<file path="config.mk">
export PLATFORM = sky130hd
export DESIGN_NAME = gpio_irq_ctrl
export DESIGN_NICKNAME = d
export VERILOG_FILES = /design/src/rtl/gpio_pkg.sv /design/src/rtl/gpio_sense.sv /design/src/rtl/gpio_status.sv /design/src/rtl/gpio_regfile.sv /design/src/rtl/gpio_irq_ctrl.sv
export SDC_FILE = /design/constraint.sdc
export NUM_CORES = 2
export LEC_CHECK = 0
export BUFFER_PORTS_ARGS = -buffer_cell sky130_fd_sc_hd__buf_2
export CAP_MARGIN = 20
export CELL_PAD_IN_SITES_DETAIL_PLACEMENT = 1
export CELL_PAD_IN_SITES_GLOBAL_PLACEMENT = 1
export CORE_MARGIN = 1.5
export CORE_UTILIZATION = 30
export CTS_CLUSTER_DIAMETER = 200
export CTS_CLUSTER_SIZE = 25
export DETAILED_ROUTE_END_ITERATION = 10
export PLACE_DENSITY_LB_ADDON = 0.1
export SYNTH_ARGS = -nofsm -noshare
export SYNTH_HDL_FRONTEND = slang
export SYNTH_HIERARCHICAL = 1
export SYNTH_SLANG_ARGS = --single-unit
</file>
<file path="constraint.sdc">
create_clock -name clk -period 51.4 [get_ports clk]
set_clock_uncertainty 0.1 [all_clocks]
set_input_delay 0 -clock clk [delete_from_list [all_inputs] [get_ports clk]]
set_output_delay 0 -clock clk [all_outputs]
set_load 0.005 [all_outputs]
</file>
<file path="src/rtl/gpio_pkg.sv">
package gpio_pkg;

  // Bitmapped region bases (byte offsets)
  localparam int unsigned OFS_OWN  = 32'h000;
  localparam int unsigned OFS_CTRL = 32'h07C;
  localparam int unsigned OFS_STAT = 32'h080;
  localparam int unsigned OFS_EN   = 32'h090;
  // Per-pin configuration base, two words per pin
  localparam int unsigned OFS_CFG  = 32'h100;
  localparam int unsigned CFG_STRIDE = 8;

  // Configuration word 1 bit positions
  localparam int B_OUT  = 31;
  localparam int B_IN   = 30;
  localparam int B_TRIG = 4;
  localparam int B_INV  = 3;
  localparam int B_DIR  = 2;
  localparam int B_USE  = 0;
  // Configuration word 2 bit positions
  localparam int B_DIS  = 2;

  typedef struct packed {
    logic       out_lvl;
    logic       trig_lvl;
    logic       inv;
    logic       dir_in;
    logic       use_gpio;
    logic       sense_dis;
    logic [1:0] pull;
  } pin_cfg_t;

endpackage

</file>
<file path="src/rtl/gpio_sense.sv">
module gpio_sense #(
  parameter int NUM_PINS = 94
) (
  input  logic                clk,
  input  logic                rst_n,
  input  logic [NUM_PINS-1:0] pin_in,
  input  logic [NUM_PINS-1:0] trig_lvl,
  input  logic [NUM_PINS-1:0] inv,
  input  logic [NUM_PINS-1:0] sense_dis,
  input  logic [NUM_PINS-1:0] own,
  output logic [NUM_PINS-1:0] lvl,
  output logic [NUM_PINS-1:0] evt
);

  for (genvar g = 0; g < NUM_PINS; g++) begin : g_pin
    logic s1_q, s2_q, prev_q;

    // Two-flop synchronizer plus one history flop for edge detection
    always_ff @(posedge clk or negedge rst_n) begin
      if (!rst_n) begin
        s1_q   <= 1'b0;
        s2_q   <= 1'b0;
        prev_q <= 1'b0;
      end else begin
        s1_q   <= pin_in[g];
        s2_q   <= s1_q;
        prev_q <= s2_q;
      end
    end

    logic hit;
    always_comb begin
      unique case ({trig_lvl[g], inv[g]})
        2'b00:   hit = s2_q & ~prev_q;
        2'b01:   hit = ~s2_q & prev_q;
        2'b10:   hit = ~s2_q;
        default: hit = s2_q;
      endcase
      evt[g] = hit & ~sense_dis[g] & own[g];
      lvl[g] = s2_q & ~sense_dis[g];
    end
  end

endmodule

</file>
<file path="src/rtl/gpio_status.sv">
module gpio_status #(
  parameter int NUM_PINS = 94
) (
  input  logic                clk,
  input  logic                rst_n,
  input  logic [NUM_PINS-1:0] evt,
  input  logic [NUM_PINS-1:0] clr,
  output logic [NUM_PINS-1:0] status
);

  logic [NUM_PINS-1:0] status_q, status_d;

  // New events override a same-cycle clear
  always_comb begin
    status_d = (status_q & ~clr) | evt;
  end

  always_ff @(posedge clk or negedge rst_n) begin
    if (!rst_n) status_q <= '0;
    else        status_q <= status_d;
  end

  assign status = status_q;

  AST_STATUS_STICKY: assert property (@(posedge clk) disable iff (!rst_n)
    1'b1 |=> (((($past(status_q) & ~$past(clr))) & ~status_q) == '0));
  AST_EVENT_WINS: assert property (@(posedge clk) disable iff (!rst_n)
    1'b1 |=> (($past(evt) & ~status_q) == '0));

endmodule

</file>
<file path="src/rtl/gpio_regfile.sv">
module gpio_regfile
  import gpio_pkg::*;
#(
  parameter int NUM_PINS = 94,
  parameter int ADDR_W   = 12
) (
  input  logic                clk,
  input  logic                rst_n,
  input  logic                wr_en,
  input  logic                rd_en,
  input  logic [ADDR_W-1:0]   addr,
  input  logic [31:0]         wdata,
  input  logic [NUM_PINS-1:0] in_lvl,
  input  logic [NUM_PINS-1:0] status,
  output logic [NUM_PINS-1:0] own,
  output logic [NUM_PINS-1:0] en,
  output logic [NUM_PINS-1:0] clr_mask,
  output logic [NUM_PINS-1:0] out_lvl,
  output logic [NUM_PINS-1:0] trig_lvl,
  output logic [NUM_PINS-1:0] inv,
  output logic [NUM_PINS-1:0] dir_in,
  output logic [NUM_PINS-1:0] use_gpio,
  output logic [NUM_PINS-1:0] sense_dis,
  output logic [31:0]         rdata
);

  localparam int NWORDS   = (NUM_PINS + 31) / 32;
  localparam int BM_SPAN  = NWORDS * 4;
  localparam int CFG_SPAN = NUM_PINS * CFG_STRIDE;
  localparam int WI       = (NWORDS > 1) ? $clog2(NWORDS) : 1;
  localparam int PI       = (NUM_PINS > 1) ? $clog2(NUM_PINS) : 1;

  function automatic logic in_win(input logic [ADDR_W-1:0] a,
                                  input int unsigned base,
                                  input int unsigned span);
    int unsigned av;
    av = 32'(a);
    return (av >= base) && (av < base + span);
  endfunction

  logic [NUM_PINS-1:0] own_q, own_d, en_q, en_d;
  logic [31:0]         ctrl_q, ctrl_d;
  pin_cfg_t            cfg_q [NUM_PINS];
  pin_cfg_t            cfg_d [NUM_PINS];
  logic [31:0]         rdata_q, rd_val;

  // Address decode
  logic aligned, hit_own, hit_ctrl, hit_stat, hit_en, hit_cfg, sub_w2;
  logic [ADDR_W-1:0] bm_rel, cfg_rel;
  logic [WI-1:0]     widx;
  logic [PI-1:0]     pidx;

  always_comb begin
    aligned  = (addr[1:0] == 2'b00);
    hit_own  = aligned & in_win(addr, OFS_OWN, BM_SPAN);
    hit_ctrl = aligned & (addr == ADDR_W'(OFS_CTRL));
    hit_stat = aligned & in_win(addr, OFS_STAT, BM_SPAN);
    hit_en   = aligned & in_win(addr, OFS_EN, BM_SPAN);
    hit_cfg  = aligned & in_win(addr, OFS_CFG, CFG_SPAN);
    bm_rel   = hit_stat ? (addr - ADDR_W'(OFS_STAT)) :
               hit_en   ? (addr - ADDR_W'(OFS_EN))   :
                          (addr - ADDR_W'(OFS_OWN));
    widx     = WI'(bm_rel >> 2);
    cfg_rel  = addr - ADDR_W'(OFS_CFG);
    pidx     = PI'(cfg_rel >> 3);
    sub_w2   = cfg_rel[2];
  end

  // Next-state for writable storage
  always_comb begin
    own_d    = own_q;
    en_d     = en_q;
    ctrl_d   = ctrl_q;
    cfg_d    = cfg_q;
    clr_mask = '0;
    if (wr_en) begin
      if (hit_ctrl) ctrl_d = wdata;
      for (int b = 0; b < NUM_PINS; b++) begin
        if (b / 32 == int'(widx)) begin
          if (hit_own)  own_d[b]    = wdata[b % 32];
          if (hit_en)   en_d[b]     = wdata[b % 32];
          if (hit_stat) clr_mask[b] = wdata[b % 32];
        end
      end
      if (hit_cfg) begin
        if (!sub_w2) begin
          cfg_d[pidx].out_lvl  = wdata[B_OUT];
          cfg_d[pidx].trig_lvl = wdata[B_TRIG];
          cfg_d[pidx].inv      = wdata[B_INV];
          cfg_d[pidx].dir_in   = wdata[B_DIR];
          cfg_d[pidx].use_gpio = wdata[B_USE];
        end else begin
          cfg_d[pidx].sense_dis = wdata[B_DIS];
          cfg_d[pidx].pull      = wdata[1:0];
        end
      end
    end
  end

  // Read mux
  always_comb begin
    rd_val = '0;
    if (hit_ctrl) rd_val = ctrl_q;
    for (int b = 0; b < NUM_PINS; b++) begin
      if (b / 32 == int'(widx)) begin
        if (hit_own)  rd_val[b % 32] = own_q[b];
        if (hit_en)   rd_val[b % 32] = en_q[b];
        if (hit_stat) rd_val[b % 32] = status[b];
      end
    end
    if (hit_cfg) begin
      if (!sub_w2) begin
        rd_val[B_OUT]  = cfg_q[pidx].out_lvl;
        rd_val[B_IN]   = in_lvl[pidx];
        rd_val[B_TRIG] = cfg_q[pidx].trig_lvl;
        rd_val[B_INV]  = cfg_q[pidx].inv;
        rd_val[B_DIR]  = cfg_q[pidx].dir_in;
        rd_val[B_USE]  = cfg_q[pidx].use_gpio;
      end else begin
        rd_val[B_DIS]  = cfg_q[pidx].sense_dis;
        rd_val[1:0]    = cfg_q[pidx].pull;
      end
    end
  end

  always_ff @(posedge clk or negedge rst_n) begin
    if (!rst_n) begin
      own_q   <= '1;
      en_q    <= '0;
      ctrl_q  <= '0;
      rdata_q <= '0;
      for (int i = 0; i < NUM_PINS; i++) cfg_q[i] <= '0;
    end else begin
      own_q  <= own_d;
      en_q   <= en_d;
      ctrl_q <= ctrl_d;
      for (int i = 0; i < NUM_PINS; i++) cfg_q[i] <= cfg_d[i];
      if (rd_en) rdata_q <= rd_val;
    end
  end

  for (genvar g = 0; g < NUM_PINS; g++) begin : g_unpack
    assign out_lvl[g]   = cfg_q[g].out_lvl;
    assign trig_lvl[g]  = cfg_q[g].trig_lvl;
    assign inv[g]       = cfg_q[g].inv;
    assign dir_in[g]    = cfg_q[g].dir_in;
    assign use_gpio[g]  = cfg_q[g].use_gpio;
    assign sense_dis[g] = cfg_q[g].sense_dis;
  end

  assign own   = own_q;
  assign en    = en_q;
  assign rdata = rdata_q;

  AST_RDATA_HOLD: assert property (@(posedge clk) disable iff (!rst_n)
    !rd_en |=> $stable(rdata_q));

endmodule

</file>
<file path="src/rtl/gpio_irq_ctrl.sv">
module gpio_irq_ctrl #(
  parameter int NUM_PINS = 94,
  parameter int ADDR_W   = 12
) (
  input  logic                clk,
  input  logic                rst_n,
  input  logic                reg_wr,
  input  logic                reg_rd,
  input  logic [ADDR_W-1:0]   reg_addr,
  input  logic [31:0]         reg_wdata,
  output logic [31:0]         reg_rdata,
  input  logic [NUM_PINS-1:0] pin_in,
  output logic [NUM_PINS-1:0] pin_out,
  output logic [NUM_PINS-1:0] pin_oe,
  output logic                irq_out
);

  // Reset: asynchronous assert, synchronous release
  logic rst_meta, rst_core;
  always_ff @(posedge clk or negedge rst_n) begin
    if (!rst_n) begin
      rst_meta <= 1'b0;
      rst_core <= 1'b0;
    end else begin
      rst_meta <= 1'b1;
      rst_core <= rst_meta;
    end
  end

  logic [NUM_PINS-1:0] own_v, en_v, clr_v, out_v, trig_v, inv_v;
  logic [NUM_PINS-1:0] dir_v, use_v, dis_v, lvl_v, evt_v, status_v;

  gpio_regfile #(.NUM_PINS(NUM_PINS), .ADDR_W(ADDR_W)) i_regs (
    .clk      (clk),
    .rst_n    (rst_core),
    .wr_en    (reg_wr),
    .rd_en    (reg_rd),
    .addr     (reg_addr),
    .wdata    (reg_wdata),
    .in_lvl   (lvl_v),
    .status   (status_v),
    .own      (own_v),
    .en       (en_v),
    .clr_mask (clr_v),
    .out_lvl  (out_v),
    .trig_lvl (trig_v),
    .inv      (inv_v),
    .dir_in   (dir_v),
    .use_gpio (use_v),
    .sense_dis(dis_v),
    .rdata    (reg_rdata)
  );

  gpio_sense #(.NUM_PINS(NUM_PINS)) i_sense (
    .clk      (clk),
    .rst_n    (rst_core),
    .pin_in   (pin_in),
    .trig_lvl (trig_v),
    .inv      (inv_v),
    .sense_dis(dis_v),
    .own      (own_v),
    .lvl      (lvl_v),
    .evt      (evt_v)
  );

  gpio_status #(.NUM_PINS(NUM_PINS)) i_status (
    .clk   (clk),
    .rst_n (rst_core),
    .evt   (evt_v),
    .clr   (clr_v),
    .status(status_v)
  );

  always_comb begin
    pin_oe  = own_v & use_v & ~dir_v;
    pin_out = out_v & pin_oe;
    irq_out = |(status_v & en_v & own_v);
  end

  AST_OWN_BLOCKS_EVENTS: assert property (@(posedge clk) disable iff (!rst_core)
    1'b1 |=> ((status_v & ~$past(status_v) & ~$past(own_v)) == '0));
  AST_SENSE_OFF_NO_SET: assert property (@(posedge clk) disable iff (!rst_core)
    1'b1 |=> ((status_v & ~$past(status_v) & $past(dis_v)) == '0));
  AST_IRQ_QUIET: assert property (@(posedge clk) disable iff (!rst_core)
    (status_v == '0) |-> !irq_out);

endmodule

</file>
==> flow_summary_export.csv <==
group,metric,value,unit
yosys,synth_ff_type,"dfrtp_1",
worst_hold_path,min_from,"reg_addr[10]",
power,clkPwrFrac,32.7,%
critical_path,r2r_slack,46730,ps
timing,fin_crit_sh,9.52,%
die,die_width,491,µm
finish,layout-drive-gt1-share,33.1,%
placement,place_inst,8830,
worst_hold_path,hp-class,"in2reg",
critical_path,r2r-start,"rst_core",
grt,grt_remaining_overflow,0,
worst_hold_path,hold_depth,5,
cts,htreeDepth,2,
yosys,synthArstFlopShare,100,%
critical_path,end_kind,"flip-flop",
critical_path,worst_setup_path_start_kind,"input pin",
placement,gp_congestion,0.935,
power,finalPower,1.94,mW
cts,insertion_delay,810,ps
finish,area_growth,7.64,%
detailed_routing,dr.pass1.iters,9,
placement,place.port_buffers,362,
detailed_routing,totalWireLength,342000,µm
job,cap_violations,0,
detailed_routing,ant_nets,0,
power,pwr-share-comb,9.1,%
grt,track_usage,27.8,%
die,die_h,491,µm
die,ios,363,
cts,cts_setup_buffers,0,
detailed_routing,routedWlPerCell,37.2,µm
timing,fmax,204,MHz
power,leakage,35.9,nW
timing,slew_viol_final,0,
yosys,synth_cell_type_count,102,
timing,rsz0062_at_grt,"no",
worst_hold_path,min_to,"i_regs/own[71]",
critical_path,critPathKind,"in2reg",
placement,place_hpwl,245000,µm
finish,final_area,77000,µm²
timing,finalHoldViolCount,0,
die,num_rows,179,
timing,setup_viol,0,
grt,grt_pass1_vias,52200,
timing,worstMarginPinSlew,1270,ps
power,swShare,28.3,%
critical_path,required,52060,ps
cts,cts_buffers,61,
yosys,avgSynthCellArea,11.8,µm²
cts,cts_tree,"done",
timing,min_period,4890,ps
power,p_sw,0.547,mW
yosys,yosysWarnings,6,
grt,grtUsageMet3,3.52,%
finish,final_common_cell,"dfrtp_1",
die,core,237000,µm²
finish,layout_common_cells,"1287 x dfrtp_1, 932 x mux2_2, 353 x buf_2, 333 x nor2_1, 249 x nand2_1",
timing,max_slew_margin,15.1,%
detailed_routing,drt_iter0_markers,4718,
cts,clockBufferDepth,3,
run_status,status,"finished, final reports clean",
critical_path,crit_fanout,42,
cts,cts_hold_buf,233,
detailed_routing,vias,51100,
finish,nets,6106,
yosys,synth-edff-count,0,
grt,grt_use_met2,43.8,%
power,ir_drop,0.0264,mV
power,cell_internal_pwr,1.39,mW
die,design.die.area,241000,µm²
timing,setup_slack,46510,ps
detailed_routing,vias_per_cell,5.56,
timing,fin_tns_setup,0,ps
yosys,seq_area_frac_synth,48.5,%
placement,postPlaceCellArea,72800,µm²
finish,fillers,25800,
finish,final_cells,9194,
grt,grt_start_max_net_pins,151,
cts,clockRootBuffer,"clkbuf_16",
die,start_util,30.1,%
critical_path,worstPathArrival,5550,ps
grt,antenna_found_initial,53,
grt,use_met1,38.8,%
critical_path,r2r_end,"i_regs/inv[50]",
cts,cts.sinks,1382,
grt,grt_pass1_wl,468000,µm
placement,pre_cts_ws,46700,ps
cts,clk_pin_slew_worst_paths,130,ps
power,power.density,25.1,nW/µm²
yosys,synth-seq-cells,1382,
power,sequentialPowerShare,58.2,%
yosys,syn_area,71500,µm²
yosys,syn_inst,6056,
yosys,synth_nets,6203,
critical_path,ff2ff_path_depth,4,
grt,top_usage_layer,"met2",
cts,cts_resized,0,
detailed_routing,drc,0,
-- worst max-delay path, stage by stage --
cell	delay [ps]
dlygate4sd3_1	640
buf_8	420
buf_4	550
and3_2	400
buf_4	450
buf_4	540
a221oi_1	150
o21ai_1	150
buf_4	250
o21ai_0	150
o221ai_1	630
and3_1	270
o311a_1	160
dlygate4sd3_1	540
-- per-stage QoR --
stage	hold WS, ps	utilization, %
4_1_cts	33.5	32.4
2_1_floorplan	-396	-
6_report	118	32.4
3_3_place_gp	-314	30.6
3_5_place_dp	-311	30.7
5_1_grt	124	32.4
-- per-layer routing --
layer	wire (µm)	part of all wire, %	vias to the layer above
met4	14300	4.2	24
met2	156000	46	1579
met1	155000	45	28200
met3	17200	5.0	381
li1	-	-	21000
met5	169	0.049	-
-- Yosys cell counts (all sizes together), types with 8 or more instances --
library cell | number | share of area [%]
a2111oi | 128 | 2.4
a211oi | 13 | 0.14
a21o | 97 | 1.0
a21oi | 106 | 0.74
a221o | 26 | 0.36
a221oi | 187 | 2.3
a222oi | 57 | 0.80
a22o | 55 | 0.67
a22oi | 129 | 1.4
a31oi | 36 | 0.34
and2 | 203 | 1.8
and3 | 47 | 0.42
buf | 743 | 7.5
clkbuf | 165 | 0.87
dfrtp | 1288 | 45
dfstp | 94 | 3.5
inv | 197 | 1.0
mux2 | 1062 | 17
mux2i | 50 | 0.70
mux4 | 19 | 0.60
nand2 | 322 | 2.5
nand3 | 86 | 0.65
nand4 | 25 | 0.23
nor2 | 354 | 1.9
nor2b | 201 | 1.8
nor3 | 17 | 0.15
nor3b | 8 | 0.13
o211ai | 24 | 0.25
o21ai | 59 | 0.42
o221ai | 15 | 0.18
o22ai | 31 | 0.27
o2bb2ai | 13 | 0.16
xor2 | 91 | 1.1
-- power by group through the flow --
stage | Combinational (mW) | Sequential (mW) | Clock (mW)
4_1_cts | 0.177 | 1.13 | 0.658
2_1_floorplan | 0.0641 | 1.15 | 0
3_3_place_gp | 0.161 | 1.15 | 0
6_report | 0.177 | 1.13 | 0.633
5_1_grt | 0.184 | 1.13 | 0.686
3_5_place_dp | 0.162 | 1.15 | 0
-- how the worst max path moves through the flow --
stage                     start                     end  cells after the start
CTS                 reg_addr[5]        i_regs/rdata[30]                     14
floorplan              rst_core         i_regs/cfg_q[0]                      0
detailed placement  reg_addr[3]        i_regs/rdata[29]                      9
global placement    reg_addr[3]        i_regs/rdata[29]                      9
finish              reg_addr[5]        i_regs/rdata[30]                     14
global route           rst_core  i_sense/g_pin[72].s2_q                      4
-- sequential cells by signal (all words and copies together), names as in the netlist --
register,cells
i_regs/en,94
i_regs/out_lvl,94
rst_meta,1
i_regs/rdata,32
i_regs/sense_dis,94
i_sense/g_pin.s1_q,94
i_sense/g_pin.s2_q,94
i_regs/cfg_q,188
rst_core,1
i_sense/g_pin.prev_q,94
i_regs/inv,94
i_regs/ctrl_q,32
i_status/status,94
i_regs/trig_lvl,94
i_regs/dir_in,94
i_regs/use_gpio,94
i_regs/own,94
-- logic make-up after synthesis --
logic type / count (synthesis) / share of synthesized area, %
flops: 1382 / 48.5
other cells: 1 / 0.00525
simple gates: 1299 / 10.0
compound gates: 1040 / 12.3
xor+xnor: 91 / 1.11
fa+ha+maj: 5 / 0.0875
mux: 1131 / 18.6
buf+inv: 1107 / 9.40
-- final cells by class --
class | count | area [µm²] | share of cell area (%)
clock buffers | 113 | 1770 | 2.31
flip-flops and latches | 1382 | 34700 | 45.1
multi-input cells | 3567 | 30300 | 39.3
well taps | 3167 | 3960 | 5.15
clock inverters | 3 | 32.5 | 0.0423
inverters | 199 | 747 | 0.971
repair buffers | 748 | 5430 | 7.06
diodes | 15 | 37.5 | 0.0488
No activity file was read; power rests on OpenSTA's default activity.
